File: src/rtl/pcm_port_pkg.sv
package pcm_port_pkg;

   // A direction is usable when its whole window fits inside the slot range.
   function automatic logic win_on(input int unsigned slot, input logic lin,
                                   input int unsigned maxs);
      return lin ? (slot + 1 < maxs) : (slot < maxs);
   endfunction

   function automatic logic win_hit(input int unsigned bitc, input int unsigned slot,
                                    input logic lin, input int unsigned maxs,
                                    input int unsigned cw);
      int unsigned first, len;
      first = slot * cw;
      len   = lin ? 2 * cw : cw;
      return win_on(slot, lin, maxs) && (bitc >= first) && (bitc < first + len);
   endfunction

   function automatic int unsigned win_off(input int unsigned bitc, input int unsigned slot,
                                           input int unsigned cw);
      return bitc - slot * cw;
   endfunction

endpackage

File: src/rtl/pcm_edge_sync.sv
module pcm_edge_sync #(
   parameter int STAGES = 2
) (
   input  logic clk,
   input  logic rst_n,
   input  logic pclk_in,
   input  logic fs_in,
   input  logic rxd_in,
   output logic pclk_rise,
   output logic pclk_fall,
   output logic fs_s,
   output logic rxd_s
);
   localparam int W = 3;

   logic [W-1:0] last;
   logic         pclk_p;

   generate
      if (STAGES == 1) begin : g_one
         logic [W-1:0] q;
         always_ff @(posedge clk or negedge rst_n)
            if (!rst_n) q <= '0;
            else        q <= {pclk_in, fs_in, rxd_in};
         assign last = q;
      end else begin : g_many
         logic [W*STAGES-1:0] q;
         always_ff @(posedge clk or negedge rst_n)
            if (!rst_n) q <= '0;
            else        q <= {q[W*(STAGES-1)-1:0], pclk_in, fs_in, rxd_in};
         assign last = q[W*STAGES-1 -: W];
      end
   endgenerate

   always_ff @(posedge clk or negedge rst_n)
      if (!rst_n) pclk_p <= 1'b0;
      else        pclk_p <= last[2];

   assign pclk_rise = last[2] & ~pclk_p;
   assign pclk_fall = ~last[2] & pclk_p;
   assign fs_s      = last[1];
   assign rxd_s     = last[0];
endmodule

File: src/rtl/pcm_bit_timer.sv
module pcm_bit_timer #(
   parameter int MAX_SLOTS = 32,
   parameter int COMP_W    = 8,
   parameter int SLOT_W    = 6,
   parameter int BIT_W     = 9,
   parameter int LIN_W     = 16
) (
   input  logic              clk,
   input  logic              rst_n,
   input  logic              pclk_rise,
   input  logic              pclk_fall,
   input  logic              fs_s,
   input  logic              cfg_double,
   input  logic              cfg_linear,
   input  logic [SLOT_W-1:0] tx_slot,
   input  logic [SLOT_W-1:0] rx_slot,
   input  logic [LIN_W-1:0]  tx_word,
   output logic              bit_go,
   output logic              cap_go,
   output logic [BIT_W-1:0]  bitcnt,
   output logic              lin_q,
   output logic [SLOT_W-1:0] tx_slot_q,
   output logic [SLOT_W-1:0] rx_slot_q,
   output logic [LIN_W-1:0]  tx_word_q
);
   localparam logic [BIT_W-1:0] END_BIT = BIT_W'(MAX_SLOTS * COMP_W);

   logic dbl_q;
   logic ph;   // 1: the next rising edge is the second period of a double-rate bit

   always_ff @(posedge clk or negedge rst_n) begin
      if (!rst_n) begin
         bitcnt    <= END_BIT;
         ph        <= 1'b0;
         bit_go    <= 1'b0;
         cap_go    <= 1'b0;
         dbl_q     <= 1'b0;
         lin_q     <= 1'b0;
         tx_slot_q <= '0;
         rx_slot_q <= '0;
         tx_word_q <= '0;
      end else begin
         bit_go <= 1'b0;
         cap_go <= 1'b0;
         if (pclk_rise) begin
            if (fs_s) begin
               bitcnt    <= '0;
               ph        <= cfg_double;
               bit_go    <= 1'b1;
               dbl_q     <= cfg_double;
               lin_q     <= cfg_linear;
               tx_slot_q <= tx_slot;
               rx_slot_q <= rx_slot;
               tx_word_q <= tx_word;
            end else begin
               if (!dbl_q || !ph) begin
                  bit_go <= 1'b1;
                  if (bitcnt != END_BIT) bitcnt <= bitcnt + BIT_W'(1);
               end
               ph <= dbl_q ? ~ph : 1'b0;
            end
         end
         if (pclk_fall && (!dbl_q || !ph) && (bitcnt != END_BIT))
            cap_go <= 1'b1;
      end
   end
endmodule

File: src/rtl/pcm_tx_lane.sv
module pcm_tx_lane
   import pcm_port_pkg::*;
#(
   parameter int MAX_SLOTS = 32,
   parameter int COMP_W    = 8,
   parameter int SLOT_W    = 6,
   parameter int BIT_W     = 9,
   parameter int LIN_W     = 16
) (
   input  logic              clk,
   input  logic              rst_n,
   input  logic              bit_go,
   input  logic [BIT_W-1:0]  bitcnt,
   input  logic              lin_q,
   input  logic [SLOT_W-1:0] slot_q,
   input  logic [LIN_W-1:0]  word_q,
   output logic              tx_line,
   output logic              tx_oe,
   output logic              tx_busy_n
);
   localparam int IDX_W = $clog2(LIN_W);

   logic hit, bit_val;

   always_comb begin
      int unsigned len, off;
      len     = lin_q ? LIN_W : COMP_W;
      off     = win_off(32'(bitcnt), 32'(slot_q), COMP_W);
      hit     = win_hit(32'(bitcnt), 32'(slot_q), lin_q, MAX_SLOTS, COMP_W);
      bit_val = hit ? word_q[IDX_W'(len - 1 - off)] : 1'b0;
   end

   always_ff @(posedge clk or negedge rst_n) begin
      if (!rst_n) begin
         tx_line   <= 1'b0;
         tx_oe     <= 1'b0;
         tx_busy_n <= 1'b1;
      end else if (bit_go) begin
         tx_line   <= bit_val;
         tx_oe     <= hit;
         tx_busy_n <= ~hit;
      end
   end
endmodule

File: src/rtl/pcm_rx_lane.sv
module pcm_rx_lane
   import pcm_port_pkg::*;
#(
   parameter int MAX_SLOTS = 32,
   parameter int COMP_W    = 8,
   parameter int SLOT_W    = 6,
   parameter int BIT_W     = 9,
   parameter int LIN_W     = 16
) (
   input  logic              clk,
   input  logic              rst_n,
   input  logic              cap_go,
   input  logic              rxd_s,
   input  logic [BIT_W-1:0]  bitcnt,
   input  logic              lin_q,
   input  logic [SLOT_W-1:0] slot_q,
   output logic [LIN_W-1:0]  rx_word,
   output logic              rx_valid
);
   logic             rxd_d;
   logic [LIN_W-1:0] sr, full;
   logic             hit, last_bit;

   always_comb begin
      int unsigned len;
      len      = lin_q ? LIN_W : COMP_W;
      hit      = win_hit(32'(bitcnt), 32'(slot_q), lin_q, MAX_SLOTS, COMP_W);
      last_bit = hit && (win_off(32'(bitcnt), 32'(slot_q), COMP_W) == len - 1);
      full     = {sr[LIN_W-2:0], rxd_d};
   end

   always_ff @(posedge clk or negedge rst_n) begin
      if (!rst_n) begin
         rxd_d    <= 1'b0;
         sr       <= '0;
         rx_word  <= '0;
         rx_valid <= 1'b0;
      end else begin
         rxd_d    <= rxd_s;
         rx_valid <= 1'b0;
         if (cap_go && hit) begin
            sr <= full;
            if (last_bit) begin
               rx_word  <= lin_q ? full : {{(LIN_W-COMP_W){1'b0}}, full[COMP_W-1:0]};
               rx_valid <= 1'b1;
            end
         end
      end
   end
endmodule

File: src/rtl/pcm_voice_port.sv
module pcm_voice_port #(
   parameter int MAX_SLOTS   = 32,
   parameter int COMP_W      = 8,
   parameter int SYNC_STAGES = 2,
   parameter int SLOT_W      = $clog2(MAX_SLOTS) + 1,
   parameter int LIN_W       = 2 * COMP_W
) (
   input  logic              clk,
   input  logic              rst_n,
   input  logic              pcm_clk,
   input  logic              frame_sync,
   input  logic              rx_line,
   input  logic              dbl_rate,
   input  logic              lin_mode,
   input  logic [SLOT_W-1:0] tx_slot_sel,
   input  logic [SLOT_W-1:0] rx_slot_sel,
   input  logic [LIN_W-1:0]  tx_sample,
   output logic              tx_line,
   output logic              tx_line_oe,
   output logic              tx_busy_n,
   output logic [LIN_W-1:0]  rx_sample,
   output logic              rx_strobe
);
   localparam int BIT_W = $clog2(MAX_SLOTS * COMP_W) + 1;

   initial begin
      assert (MAX_SLOTS >= 2 && COMP_W >= 2 && SYNC_STAGES >= 1)
         else $error("pcm_voice_port: bad parameters");
      assert ((1 << (SLOT_W - 1)) >= MAX_SLOTS)
         else $error("pcm_voice_port: SLOT_W cannot express out-of-range slots");
   end

   logic              pclk_rise, pclk_fall, fs_s, rxd_s;
   logic              bit_go, cap_go, lin_q;
   logic [BIT_W-1:0]  bitcnt;
   logic [SLOT_W-1:0] tx_slot_q, rx_slot_q;
   logic [LIN_W-1:0]  tx_word_q;

   pcm_edge_sync #(.STAGES(SYNC_STAGES)) u_sync (
      .clk(clk), .rst_n(rst_n), .pclk_in(pcm_clk), .fs_in(frame_sync), .rxd_in(rx_line),
      .pclk_rise(pclk_rise), .pclk_fall(pclk_fall), .fs_s(fs_s), .rxd_s(rxd_s));

   pcm_bit_timer #(.MAX_SLOTS(MAX_SLOTS), .COMP_W(COMP_W), .SLOT_W(SLOT_W),
                   .BIT_W(BIT_W), .LIN_W(LIN_W)) u_timer (
      .clk(clk), .rst_n(rst_n), .pclk_rise(pclk_rise), .pclk_fall(pclk_fall),
      .fs_s(fs_s), .cfg_double(dbl_rate), .cfg_linear(lin_mode),
      .tx_slot(tx_slot_sel), .rx_slot(rx_slot_sel), .tx_word(tx_sample),
      .bit_go(bit_go), .cap_go(cap_go), .bitcnt(bitcnt), .lin_q(lin_q),
      .tx_slot_q(tx_slot_q), .rx_slot_q(rx_slot_q), .tx_word_q(tx_word_q));

   pcm_tx_lane #(.MAX_SLOTS(MAX_SLOTS), .COMP_W(COMP_W), .SLOT_W(SLOT_W),
                 .BIT_W(BIT_W), .LIN_W(LIN_W)) u_tx (
      .clk(clk), .rst_n(rst_n), .bit_go(bit_go), .bitcnt(bitcnt), .lin_q(lin_q),
      .slot_q(tx_slot_q), .word_q(tx_word_q),
      .tx_line(tx_line), .tx_oe(tx_line_oe), .tx_busy_n(tx_busy_n));

   pcm_rx_lane #(.MAX_SLOTS(MAX_SLOTS), .COMP_W(COMP_W), .SLOT_W(SLOT_W),
                 .BIT_W(BIT_W), .LIN_W(LIN_W)) u_rx (
      .clk(clk), .rst_n(rst_n), .cap_go(cap_go), .rxd_s(rxd_s), .bitcnt(bitcnt),
      .lin_q(lin_q), .slot_q(rx_slot_q), .rx_word(rx_sample), .rx_valid(rx_strobe));
endmodule

File: config.mk
export PLATFORM = sky130hd
export DESIGN_NAME = pcm_voice_port
export DESIGN_NICKNAME = d
export VERILOG_FILES = /design/src/rtl/pcm_port_pkg.sv /design/src/rtl/pcm_edge_sync.sv /design/src/rtl/pcm_bit_timer.sv /design/src/rtl/pcm_tx_lane.sv /design/src/rtl/pcm_rx_lane.sv /design/src/rtl/pcm_voice_port.sv
export SDC_FILE = /design/constraint.sdc
export NUM_CORES = 1
export LEC_CHECK = 0
export BUFFER_PORTS_ARGS = -buffer_cell sky130_fd_sc_hd__buf_4
export CAP_MARGIN = 20
export CORE_MARGIN = 1
export CORE_UTILIZATION = 25
export CTS_CLUSTER_DIAMETER = 150
export DETAILED_ROUTE_END_ITERATION = 16
export GPL_ROUTABILITY_DRIVEN = 0
export GPL_TIMING_DRIVEN = 0
export HOLD_SLACK_MARGIN = 0.15
export PLACE_DENSITY = 0.48
export SLEW_MARGIN = 20
export SYNTH_ARGS = -nofsm -noshare
export SYNTH_HDL_FRONTEND = slang
export SYNTH_SLANG_ARGS = --single-unit
File: constraint.sdc
create_clock -name clk -period 4.4 [get_ports clk]
set_clock_uncertainty 0.05 [all_clocks]
set_input_delay 0.88 -clock clk [delete_from_list [all_inputs] [get_ports clk]]
set_output_delay 0.88 -clock clk [all_outputs]
set_load 0.005 [all_outputs]
==> parameters.txt, run 1 <==
Parameter                              Value

Detailed routing
  First-pass detailed-route iteration total ... 4
  Number of design rule violations left after detail routing ... 0
  Number of violations reported at the end of detailed-routing iteration 0 ... 80
  Antenna-violating nets left ... 0
  Detailed-route via count ... 2946
  Via count normalized by instance count ... 4.423
  Final routed wire length divided by cell count ... 13.96 um
  Sum of routed wire length over all layers ... 9298 um

Cells and area
  Antenna Diode Count ... 0
  Layout area overhead ... 22.24%
  Layout Nets ... 512
  Final core area utilization ... 31.72%
  Share of post-route cells with drive strength above 1 ... between 20% and 30%
  Count of fill cells added during filler insertion ... approximately 1700

STA
  Max-slew violation count ... 0
  Highest attainable clock frequency ... between 200 and 300 MHz
  Setup violators final ... 0
  Time the worst path needs with I/O delays and setup ... about 4 ns
  Max_slew headroom ... 47.40%
  Slew @ Worst Pin ... between 0.7 and 0.8 ns
  Unrepaired setup endpoints after global routing ... false
  Accumulated negative setup slack ... 0 ns
  Final Hold Fails ... 0
  Part of the cycle the worst path needs ... around nine tenths

Worst setup path
  Worst Setup End Kind ... flip-flop
  Data arrival time of the worst path ... 4.15 ns
  Max Fanout on Critical Path ... 10
  Setup Crit Path Kind ... flip-flop to flip-flop
  Worst EP required ... 4.57 ns
  R2r endpoint ... u_rx.sr[9]
  R2R Setup Slk ... between 0.4 and 0.5 ns
  R2R Path Start ... u_timer.lin_q
  Number of cell instances on the worst register-to-register path ... 13
  Startpoint kind of the worst setup timing path ... flip-flop

Logic synthesis
  Share of synthesized area spent on multiplexers ... 14.90%
  Most used DFF post-synth ... sky130_fd_sc_hd__dfrtp_1
  Combinational family with the most area after synthesis ... multiplexers
  Number of synthesis warnings ... 0
  Syn nets ... 447
  Synthesized area ... 4349 um2
  Parity-gate share of the synthesized area counting xor and xnor cells ... 3.423%
  Ranking of synthesized cells by area ... sky130_fd_sc_hd__dfrtp_1 48%, sky130_fd_sc_hd__mux2_2 10%, sky130_fd_sc_hd__ha_1 9.2%, sky130_fd_sc_hd__xnor2_1 2.8%, sky130_fd_sc_hd__inv_1 2.7%
  Cell taking the most area after synthesis ... sky130_fd_sc_hd__dfrtp_1
  Commonest cells in the netlist ... 83 x sky130_fd_sc_hd__dfrtp_1, 40 x sky130_fd_sc_hd__mux2_2, 32 x sky130_fd_sc_hd__ha_1
  Post-synthesis compound-gate area fraction ... 8.602%
  Number of flip-flops and latches in the synthesized netlist ... 85
  Most instantiated library cell after synthesis ... sky130_fd_sc_hd__dfrtp_1
  Top cell type's share of synthesized area ... 47.76%
  Cell count after synthesis ... 377
  Asr flop ratio synth ... 100.0%
  Portion of the post-synthesis area used by sequential elements ... 48.96%
  Number of library cell types mapped by synthesis ... 50
  Arithmetic-cell share of the synthesized area counting full adders, half adders and majority gates ... about a tenth
  Mean Syn Cell Area ... ~12 um2
  Number of enable flip-flop cells after synthesis ... 0
  Simple-Gate Fraction of Synth Area ... a little under a tenth

Global routing
  Maximum number of pins on one net before global-route repair ... 86
  Overall track demand over capacity in global routing ... 11.57%
  Number of antenna violations at the first check in global routing ... 0
  Wire length of the first global-routing pass ... between 15000 and 20000 um
  Vias in the first global route ... 3188
  Overflow left after global routing ... 0

Clock tree
  Clock tree from TritonCTS ... built
  Post-CTS Repair Setup Buffers ... 0
  Clk_lat worst skew ... 0.34 ns
  Post-CTS Hold Buffers ... 0
  Number of buffers inserted during clock tree synthesis ... 9
  Clock buffer depth ... 2
  Clock sink total ... 85
  Clock transition at the registers of the reported paths ... 0.06 ns
  Number of cells upsized or downsized after cts ... 0
  Root buffer cell ... sky130_fd_sc_hd__clkbuf_16
  # H-tree levels ... 3

Pwr
  Switching portion of total power ... about 28%
  Power density relative to cell area ... 395.8 nW/um2
  Worst IR drop on VDD ... about 160 uV
  Total internal power ... 0.001509 W
  Combinational fraction of design power ... between 20% and 30%
  Clk network pwr share ... roughly a third
  Cell leakage power ... about 2.5 nW
  P_sw ... approximately 0.0006 W
  Register share of total power ... 43.6%

Worst hold path
  Instance count along the most critical hold path ... 0
  Worst hold-check path type ... flip-flop to flip-flop
  End point of the worst hold path ... u_sync.g_many.q[3]
  Min-delay src ... u_sync.g_many.q[0]

Floorplan
  Vertical extent of the die ... 133.9 um
  Row cnt ... 47
  DIE AREA ... 17930 um2
  Initial core utilization ... 25.95%
  Die width ... 133.9 um
  Ports placed on the boundary ... 55
  Core outline area ... 16760 um2

Run
  Number of violations of the max-capacitance limit ... 0

Place
  IO Port Bufs ... 54
  Estimated wirelength of the detail-placed design ... roughly 6800 um

Run status
  Result of the run ... finished, final reports clean
placed cells by master (no fill, tap or decap), types with 4 or more instances in the layout:
master,instances
sky130_fd_sc_hd__nand2_1,31
sky130_fd_sc_hd__mux2_2,40
sky130_fd_sc_hd__inv_1,31
sky130_fd_sc_hd__nor2b_1,4
sky130_fd_sc_hd__nor3_1,7
sky130_fd_sc_hd__mux2i_1,10
sky130_fd_sc_hd__nor2_1,15
sky130_fd_sc_hd__dfrtp_1,83
sky130_fd_sc_hd__nand3_1,6
sky130_fd_sc_hd__nand2b_1,4
sky130_fd_sc_hd__buf_4,54
sky130_fd_sc_hd__a21oi_1,16
sky130_fd_sc_hd__clkbuf_16,9
sky130_fd_sc_hd__xnor2_1,14
sky130_fd_sc_hd__o21ai_0,19
sky130_fd_sc_hd__nand4_1,5
sky130_fd_sc_hd__clkbuf_1,6
sky130_fd_sc_hd__ha_1,32
metal layers:
layer  GRT usage [%]  vias to the layer above  part of all wire [%]
met5               0                        -                     0
met4           4.545                        0                   1.5
met2           18.74                       33                    48
li1                -                     1450                     -
met1           14.95                     1453                    48
met3           2.608                       10                   2.5
worst max-delay path by stage:
stage	startpoint	to	slack [ns]	cells after the start
after floorplan	u_timer.lin_q	u_rx.sr[10]	0.93	13
after global placement	u_timer.lin_q	u_rx.sr[13]	0.1	13
after detailed placement	u_timer.lin_q	u_rx.sr[9]	0.13	13
after CTS	u_timer.lin_q	u_rx.sr[9]	0.12	13
after global routing	u_timer.lin_q	u_rx.sr[14]	0.04	12
final	u_timer.lin_q	u_rx.sr[9]	0.42	13
power by group through the flow:
| stage | registers (W) | clock network (W) | logic, W |
|---|---|---|---|
| after global placement | 0.000931 | 0 | 0.000442 |
| final | 0.000918 | 0.000741 | 0.000445 |
| after floorplan | 0.000912 | 0 | 0.000328 |
| after detailed placement | 0.000934 | 0 | 0.000453 |
| after CTS | 0.000920 | 0.000769 | 0.000455 |
| after global routing | 0.000933 | 0.000802 | 0.000511 |
worst max-delay path, stage by stage (launching register included):
cell and delay, ns:
sky130_fd_sc_hd__dfrtp_1 0.61, sky130_fd_sc_hd__clkbuf_2 0.32, sky130_fd_sc_hd__inv_1 0.13, sky130_fd_sc_hd__ha_1 0.25
sky130_fd_sc_hd__fa_1 0.43, sky130_fd_sc_hd__xnor2_1 0.16, sky130_fd_sc_hd__ha_1 0.29, sky130_fd_sc_hd__a21oi_1 0.13
sky130_fd_sc_hd__o21ai_0 0.09, sky130_fd_sc_hd__nand3_1 0.10, sky130_fd_sc_hd__a21oi_1 0.13, sky130_fd_sc_hd__a211oi_2 0.53
sky130_fd_sc_hd__buf_4 0.29, sky130_fd_sc_hd__mux2_2 0.34
cell type report:
class	instances	area, um2	share of cell area [%]
clock inverter	5	52.55	0.9885
inverter	31	116.4	2.189
sequential	85	2130	40.06
multi-input combinational	250	2033	38.24
clock buffer	10	229.0	4.307
tap	220	275.3	5.178
buffer	11	71.32	1.341
timing repair buffer	54	409.1	7.696
state kept, by name, summed over array words and instances, names as in the netlist:
signal,count
u_rx.rx_word,16
u_sync.g_many.q,6
u_timer.rx_slot_q,6
u_timer.tx_slot_q,6
u_tx.tx_line,1
u_timer.bit_go,1
u_timer.bitcnt,9
u_timer.dbl_q,1
u_timer.ph,1
u_timer.lin_q,1
u_rx.sr,15
u_timer.cap_go,1
u_tx.tx_oe,1
u_rx.rxd_d,1
u_rx.rx_valid,1
u_timer.tx_word_q,16
u_tx.tx_busy_n,1
u_sync.pclk_p,1
logic make-up after synthesis:
| family | count (synthesis) |
|---|---|
| XOR/XNOR | 17 |
| AO/OA/AOI/OAI | 60 |
| buffers and inverters | 42 |
| flip-flops | 85 |
| AND/OR/NAND/NOR | 83 |
| adder cells (fa/ha/maj) | 35 |
| multiplexers | 55 |
through the flow:
stage                     worst slack [ns]  cell area (um2)  power (W)  cells  hold slack (ns)
final                               0.4163             5316   0.002104    666           0.2980
after global routing               0.03958             5316   0.002246    666           0.3087
after CTS                           0.1211             5311   0.002143    666           0.3004
after detailed placement            0.1316             5030   0.001387    651           0.2865
after global placement             0.09559             5030   0.001373    651           0.2826
after floorplan                     0.9306             4349   0.001240    377           0.2812
No activity file was read; power rests on OpenSTA's default activity.
==> run 2: changes to the inputs <==
CELL_PAD_IN_SITES_DETAIL_PLACEMENT = 0   (was unset)
CELL_PAD_IN_SITES_GLOBAL_PLACEMENT = 1   (was unset)
PLACE_DENSITY = 0.55   (was 0.48)
==> parameters.txt, run 2 (synthesis results as in run 1) <==
Parameter                              Value

Run status
  Result of the run ... finished, final reports clean

Clock tree
  Clk_lat worst skew ... around 0.34 ns
  Clock transition at the registers of the reported paths ... roughly 0.060 ns
  # H-tree levels ... 3
  Clock tree from TritonCTS ... built
  Clock sink total ... 85
  Post-CTS Hold Buffers ... 0
  Number of buffers inserted during clock tree synthesis ... 9
  Clock buffer depth ... 2
  Post-CTS Repair Setup Buffers ... 0
  Root buffer cell ... sky130_fd_sc_hd__clkbuf_16

Cells and area
  Area taken by multi-input logic gates ... 2041 um2
  Commonest non-fill, non-tap cell in the layout ... sky130_fd_sc_hd__dfrtp_1
  Count of fill cells added during filler insertion ... 1703
  Antenna Diode Count ... 0
  Commonest non-fill, non-tap cells in the layout ... 83 x sky130_fd_sc_hd__dfrtp_1, 54 x sky130_fd_sc_hd__buf_4, 40 x sky130_fd_sc_hd__mux2_2, 32 x sky130_fd_sc_hd__ha_1
  Layout area overhead ... 22.84%
  Footprint of the flip-flops and latches ... 2130 um2
  Final core area utilization ... 31.88%
  Layout Nets ... 512
  Top flop regs ... u_rx.rx_word x16, u_timer.tx_word_q x16, u_rx.sr x15
  Post-Layout Cell Count ... 667
  Share of post-route cells with drive strength above 1 ... between 20% and 30%

Detailed routing
  Number of violations reported at the end of detailed-routing iteration 0 ... 98
  First-pass detailed-route iteration total ... 4
  Via count normalized by instance count ... between 4 and 5
  Number of design rule violations left after detail routing ... 0
  Final routed wire length divided by cell count ... 14.11 um
  Sum of routed wire length over all layers ... between 9000 and 10000 um
  Detailed-route via count ... 2944
  Antenna-violating nets left ... 0

Worst setup path
  Setup Crit Path Kind ... flip-flop to flip-flop
  R2R Setup Slk ... 0.48 ns
  Max Fanout on Critical Path ... 10
  Data arrival time of the worst path ... just over 4 ns
  Number of cell instances on the worst register-to-register path ... 13
  Worst Setup End Kind ... flip-flop
  Worst EP required ... 4.57 ns
  Startpoint kind of the worst setup timing path ... flip-flop
  R2r endpoint ... u_rx.sr[14]
  R2R Path Start ... u_timer.lin_q

Pwr
  Cell leakage power ... 2.493 nW
  Power density relative to cell area ... 400.6 nW/um2
  Worst IR drop on VDD ... 275.6 uV

STA
  Unrepaired setup endpoints after global routing ... false
  Part of the cycle the worst path needs ... around nine tenths
  Accumulated negative setup slack ... 0 ns
  Max-slew violation count ... 0
  Final Hold Fails ... 0
  Slew @ Worst Pin ... 0.7786 ns
  Final setup slack of the worst path ... 0.4840 ns
  Max_slew headroom ... roughly half
  Setup violators final ... 0
  Highest attainable clock frequency ... 255.4 MHz
  Time the worst path needs with I/O delays and setup ... around 3.9 ns

Floorplan
  Core outline area ... 16760 um2
  Vertical extent of the die ... 133.9 um
  Ports placed on the boundary ... 55
  Row cnt ... 47
  Die width ... 133.9 um
  Initial core utilization ... 25.95%
  DIE AREA ... 17930 um2

Place
  Placed insts ... 651
  Estimated wirelength of the detail-placed design ... 6965 um
  Place WS ... 0.1259 ns
  IO Port Bufs ... 54

Global routing
  Wire length of the first global-routing pass ... 16280 um
  Maximum number of pins on one net before global-route repair ... 86
  Overall track demand over capacity in global routing ... 11.77%
  Number of antenna violations at the first check in global routing ... 0
  Vias in the first global route ... 3177
  Overflow left after global routing ... 0

Worst hold path
  End point of the worst hold path ... u_sync.g_many.q[5]
  Worst hold-check path type ... flip-flop to flip-flop
  Min-delay src ... u_sync.g_many.q[2]
  Instance count along the most critical hold path ... 0

Run
  Number of violations of the max-capacitance limit ... 0
run 2: per-stage QoR:
step           power (W)  instance area [um2]  hold slack (ns)
3_3_place_gp    0.001388                 5030           0.2829
5_1_grt         0.002293                 5343           0.3042
2_1_floorplan   0.001240                 4349           0.2812
6_report        0.002140                 5343           0.2965
4_1_cts         0.002193                 5330           0.2981
3_5_place_dp    0.001399                 5030           0.2847
run 2: routing by layer:
layer	vias to the layer above	routed length, um	global-route usage, %
met5	-	0	0
met4	0	170	4.672
met3	12	354	2.797
met2	54	4193	17.79
met1	1424	4691	16.14
li1	1454	-	-
run 2: layout make-up:
type,count,area share [%]
tap,220,5.152
buffer,11,1.335
clock buffer,11,4.543
multi-input combinational,250,38.20
inverter,31,2.178
sequential,85,39.86
timing repair buffer,54,7.658
clock inverter,5,1.077
run 2: critical path, stage by stage, from the launching register on:
cell and delay, ns:
sky130_fd_sc_hd__dfrtp_1 0.61, sky130_fd_sc_hd__clkbuf_2 0.33, sky130_fd_sc_hd__inv_1 0.16, sky130_fd_sc_hd__ha_1 0.26, sky130_fd_sc_hd__fa_1 0.43, sky130_fd_sc_hd__xnor2_1 0.15, sky130_fd_sc_hd__ha_1 0.29, sky130_fd_sc_hd__a21oi_1 0.13
sky130_fd_sc_hd__o21ai_0 0.11, sky130_fd_sc_hd__nand3_1 0.09, sky130_fd_sc_hd__a21oi_1 0.14, sky130_fd_sc_hd__a211oi_4 0.43, sky130_fd_sc_hd__buf_4 0.27, sky130_fd_sc_hd__mux2_2 0.35
run 2: timing repair:
item,CTS,global route
endpoints found under the setup margin,0,10
hold endpoints to repair,0,0
resized for setup,0,3
run 2: worst max-delay path by stage:
| stage | start | end | cells after the start |
|---|---|---|---|
| after floorplan | u_timer.lin_q | u_rx.sr[10] | 13 |
| after global placement | u_timer.lin_q | u_rx.sr[12] | 13 |
| after detailed placement | u_timer.lin_q | u_rx.sr[14] | 13 |
| after CTS | u_timer.lin_q | u_rx.sr[14] | 13 |
| after global routing | u_timer.lin_q | u_rx.sr[14] | 13 |
| final | u_timer.lin_q | u_rx.sr[14] | 13 |
run 2: report_power, final:
part	switching, W	internal, W	leakage [nW]	total [W]
clock	0.000310	0.000456	0.150	0.000767
combinational	0.000232	0.000221	1.25	0.000453
sequential	0.0000668	0.000854	1.09	0.000920
==> run 3: changes to the inputs <==
BUFFER_PORTS_ARGS = -buffer_cell sky130_fd_sc_hd__buf_2   (was -buffer_cell sky130_fd_sc_hd__buf_4)
==> parameters.txt, run 3 (synthesis results as in run 1) <==
Parameter                              Value

Place
  Estimated wirelength of the detail-placed design ... 7056 um
  IO Port Bufs ... 54
  Place WS ... between 0.1 and 0.15 ns
  Placed insts ... ~650

STA
  Final Hold Fails ... 0
  Accumulated negative setup slack ... 0 ns
  Max-slew violation count ... 0
  Time the worst path needs with I/O delays and setup ... 4.018 ns
  Setup violators final ... 0
  Part of the cycle the worst path needs ... between 90% and 100%
  Unrepaired setup endpoints after global routing ... false
  Slew @ Worst Pin ... 0.6364 ns
  Max_slew headroom ... 57.58%
  Final setup slack of the worst path ... roughly 0.38 ns
  Highest attainable clock frequency ... 248.9 MHz

Clock tree
  Clock tree from TritonCTS ... built
  Clock sink total ... 85
  Clk_lat worst skew ... 0.35 ns
  Number of buffers inserted during clock tree synthesis ... 9
  # H-tree levels ... 3
  Root buffer cell ... sky130_fd_sc_hd__clkbuf_16
  Post-CTS Hold Buffers ... 0
  Clock transition at the registers of the reported paths ... approximately 0.06 ns
  Clock buffer depth ... 2

Floorplan
  Core outline area ... 16760 um2
  Initial core utilization ... 25.95%
  DIE AREA ... 17930 um2
  Ports placed on the boundary ... 55
  Row cnt ... 47
  Die width ... ~130 um
  Vertical extent of the die ... about 130 um

Cells and area
  Commonest non-fill, non-tap cells in the layout ... 83 x sky130_fd_sc_hd__dfrtp_1, 54 x sky130_fd_sc_hd__buf_2, 40 x sky130_fd_sc_hd__mux2_2, 32 x sky130_fd_sc_hd__ha_1
  Commonest non-fill, non-tap cell in the layout ... sky130_fd_sc_hd__dfrtp_1
  Post-Layout Cell Count ... 668
  Layout Nets ... 513
  Layout area overhead ... 21.29%
  Final core area utilization ... 31.47%
  Count of fill cells added during filler insertion ... roughly 1700
  Antenna Diode Count ... 0
  Share of post-route cells with drive strength above 1 ... a little over a quarter
  Top flop regs ... u_rx.rx_word x16, u_timer.tx_word_q x16, u_rx.sr x15

Pwr
  Total internal power ... about 0.0016 W
  Clk network pwr share ... 39.6%
  Combinational fraction of design power ... 19.7%
  Cell leakage power ... 2.493 nW
  Power density relative to cell area ... around 430 nW/um2
  P_sw ... slightly above 0.0006 W
  Worst IR drop on VDD ... about 210 uV
  Switching portion of total power ... 27.53%
  Overall power of the completed layout ... 0.002262 W
  Register share of total power ... 40.6%

Worst hold path
  Worst hold-check path type ... flip-flop to flip-flop
  Min-delay src ... u_sync.g_many.q[3]
  Instance count along the most critical hold path ... 0

Worst setup path
  Worst EP required ... between 4 and 5 ns
  Worst path depth ... 13
  Startpoint kind of the worst setup timing path ... flip-flop
  Worst-path cell chain ... clkbuf_2 -> inv_1 -> ha_1 -> fa_1 -> xnor2_1 -> ha_1 -> a21oi_1 -> o21ai_0 -> nand3_1 -> a21oi_1 -> a211oi_2 -> buf_4 -> mux2_2
  Max Fanout on Critical Path ... 10
  Library cell contributing the largest single delay on the critical path ... sky130_fd_sc_hd__dfrtp_1
  Data arrival time of the worst path ... 4.20 ns
  R2R Path Start ... u_timer.lin_q
  Count of buffer and inverter cells on the critical path ... 3
  Setup Crit Path Kind ... flip-flop to flip-flop
  Worst Setup End Kind ... flip-flop
  Category of cells accounting for the largest share of critical-path delay ... adder cells
  Largest incremental delay on the critical path ... 0.62 ns
  Number of cell instances on the worst register-to-register path ... 13
  Worst setup path startpoint ... u_timer.lin_q

Detailed routing
  Number of violations reported at the end of detailed-routing iteration 0 ... roughly 110
  Sum of routed wire length over all layers ... 9460 um
  Via count normalized by instance count ... 4.440
  First-pass detailed-route iteration total ... 4
  Antenna-violating nets left ... 0
  Detailed-route via count ... 2966
  Number of design rule violations left after detail routing ... 0
  Final routed wire length divided by cell count ... ~14 um

Global routing
  Maximum number of pins on one net before global-route repair ... 50
  Overflow left after global routing ... 0
  Number of antenna violations at the first check in global routing ... 0
  Overall track demand over capacity in global routing ... 11.64%
  Vias in the first global route ... 3051
  Wire length of the first global-routing pass ... 15860 um

Run
  Number of violations of the max-capacitance limit ... 0

Run status
  Result of the run ... finished, final reports clean
==> run 3: cell count changes in the layout (fill, tap and decap cells not counted), sizes merged <==
cell / previous run / this run
clkinv: 3 / 0
clkinvlp: 0 / 1
bufinv: 1 / 3
buf: 59 / 60
==> run 3: power groups by stage <==
stage | sequential (W) | combinational, W | clock [W]
2_1_floorplan | 0.000912 | 0.000328 | 0
3_3_place_gp | 0.000934 | 0.000444 | 0
3_5_place_dp | 0.000934 | 0.000456 | 0
4_1_cts | 0.000921 | 0.000459 | 0.000928
5_1_grt | 0.000931 | 0.000515 | 0.000962
6_report | 0.000919 | 0.000446 | 0.000896
==> run 3: worst paths after layout <==
path,slack [ns],end
hold reg to reg,0.30,u_rx.rxd_d
min in group asynchronous,0.45,u_sync.g_many.q[0]
hold / removal,0.30,u_rx.rxd_d
max in group asynchronous,3.19,u_timer.bitcnt[8]
setup / recovery,0.38,u_rx.sr[14]
setup reg to reg,0.38,u_rx.sr[14]
==> run 3: through the flow <==
step	area [um2]	hold slack [ns]
final	5275	0.2991
after global routing	5275	0.3105
after CTS	5274	0.3012
after detailed placement	4925	0.2872
after global placement	4895	0.2842
after floorplan	4349	0.2812
==> run 3: routing by layer <==
metal  wire length, um  GRT usage [%]  vias to the layer above
met2              4181          17.07                       57
met3               464          3.439                       15
met1              4588          15.54                     1435
met4               226          5.745                        0
met5                 0              0                        -
li1                  -              -                     1459
==> run 3: area by class of cell <==
type	count	area, um2	share of cell area, %
Clock inverter	5	106.4	2.016
Buffer	11	71.32	1.352
Tap cell	220	275.3	5.218
Inverter	31	116.4	2.206
Multi-Input combinational cell	250	2033	38.54
Clock buffer	11	242.7	4.602
Sequential cell	85	2130	40.37
Timing Repair Buffer	55	300.3	5.693
==> run 3: what timing repair did <==
action                     CTS  global route
gates resized for setup      0             2
setup buffers                0             0
setup endpoints to repair    0            10
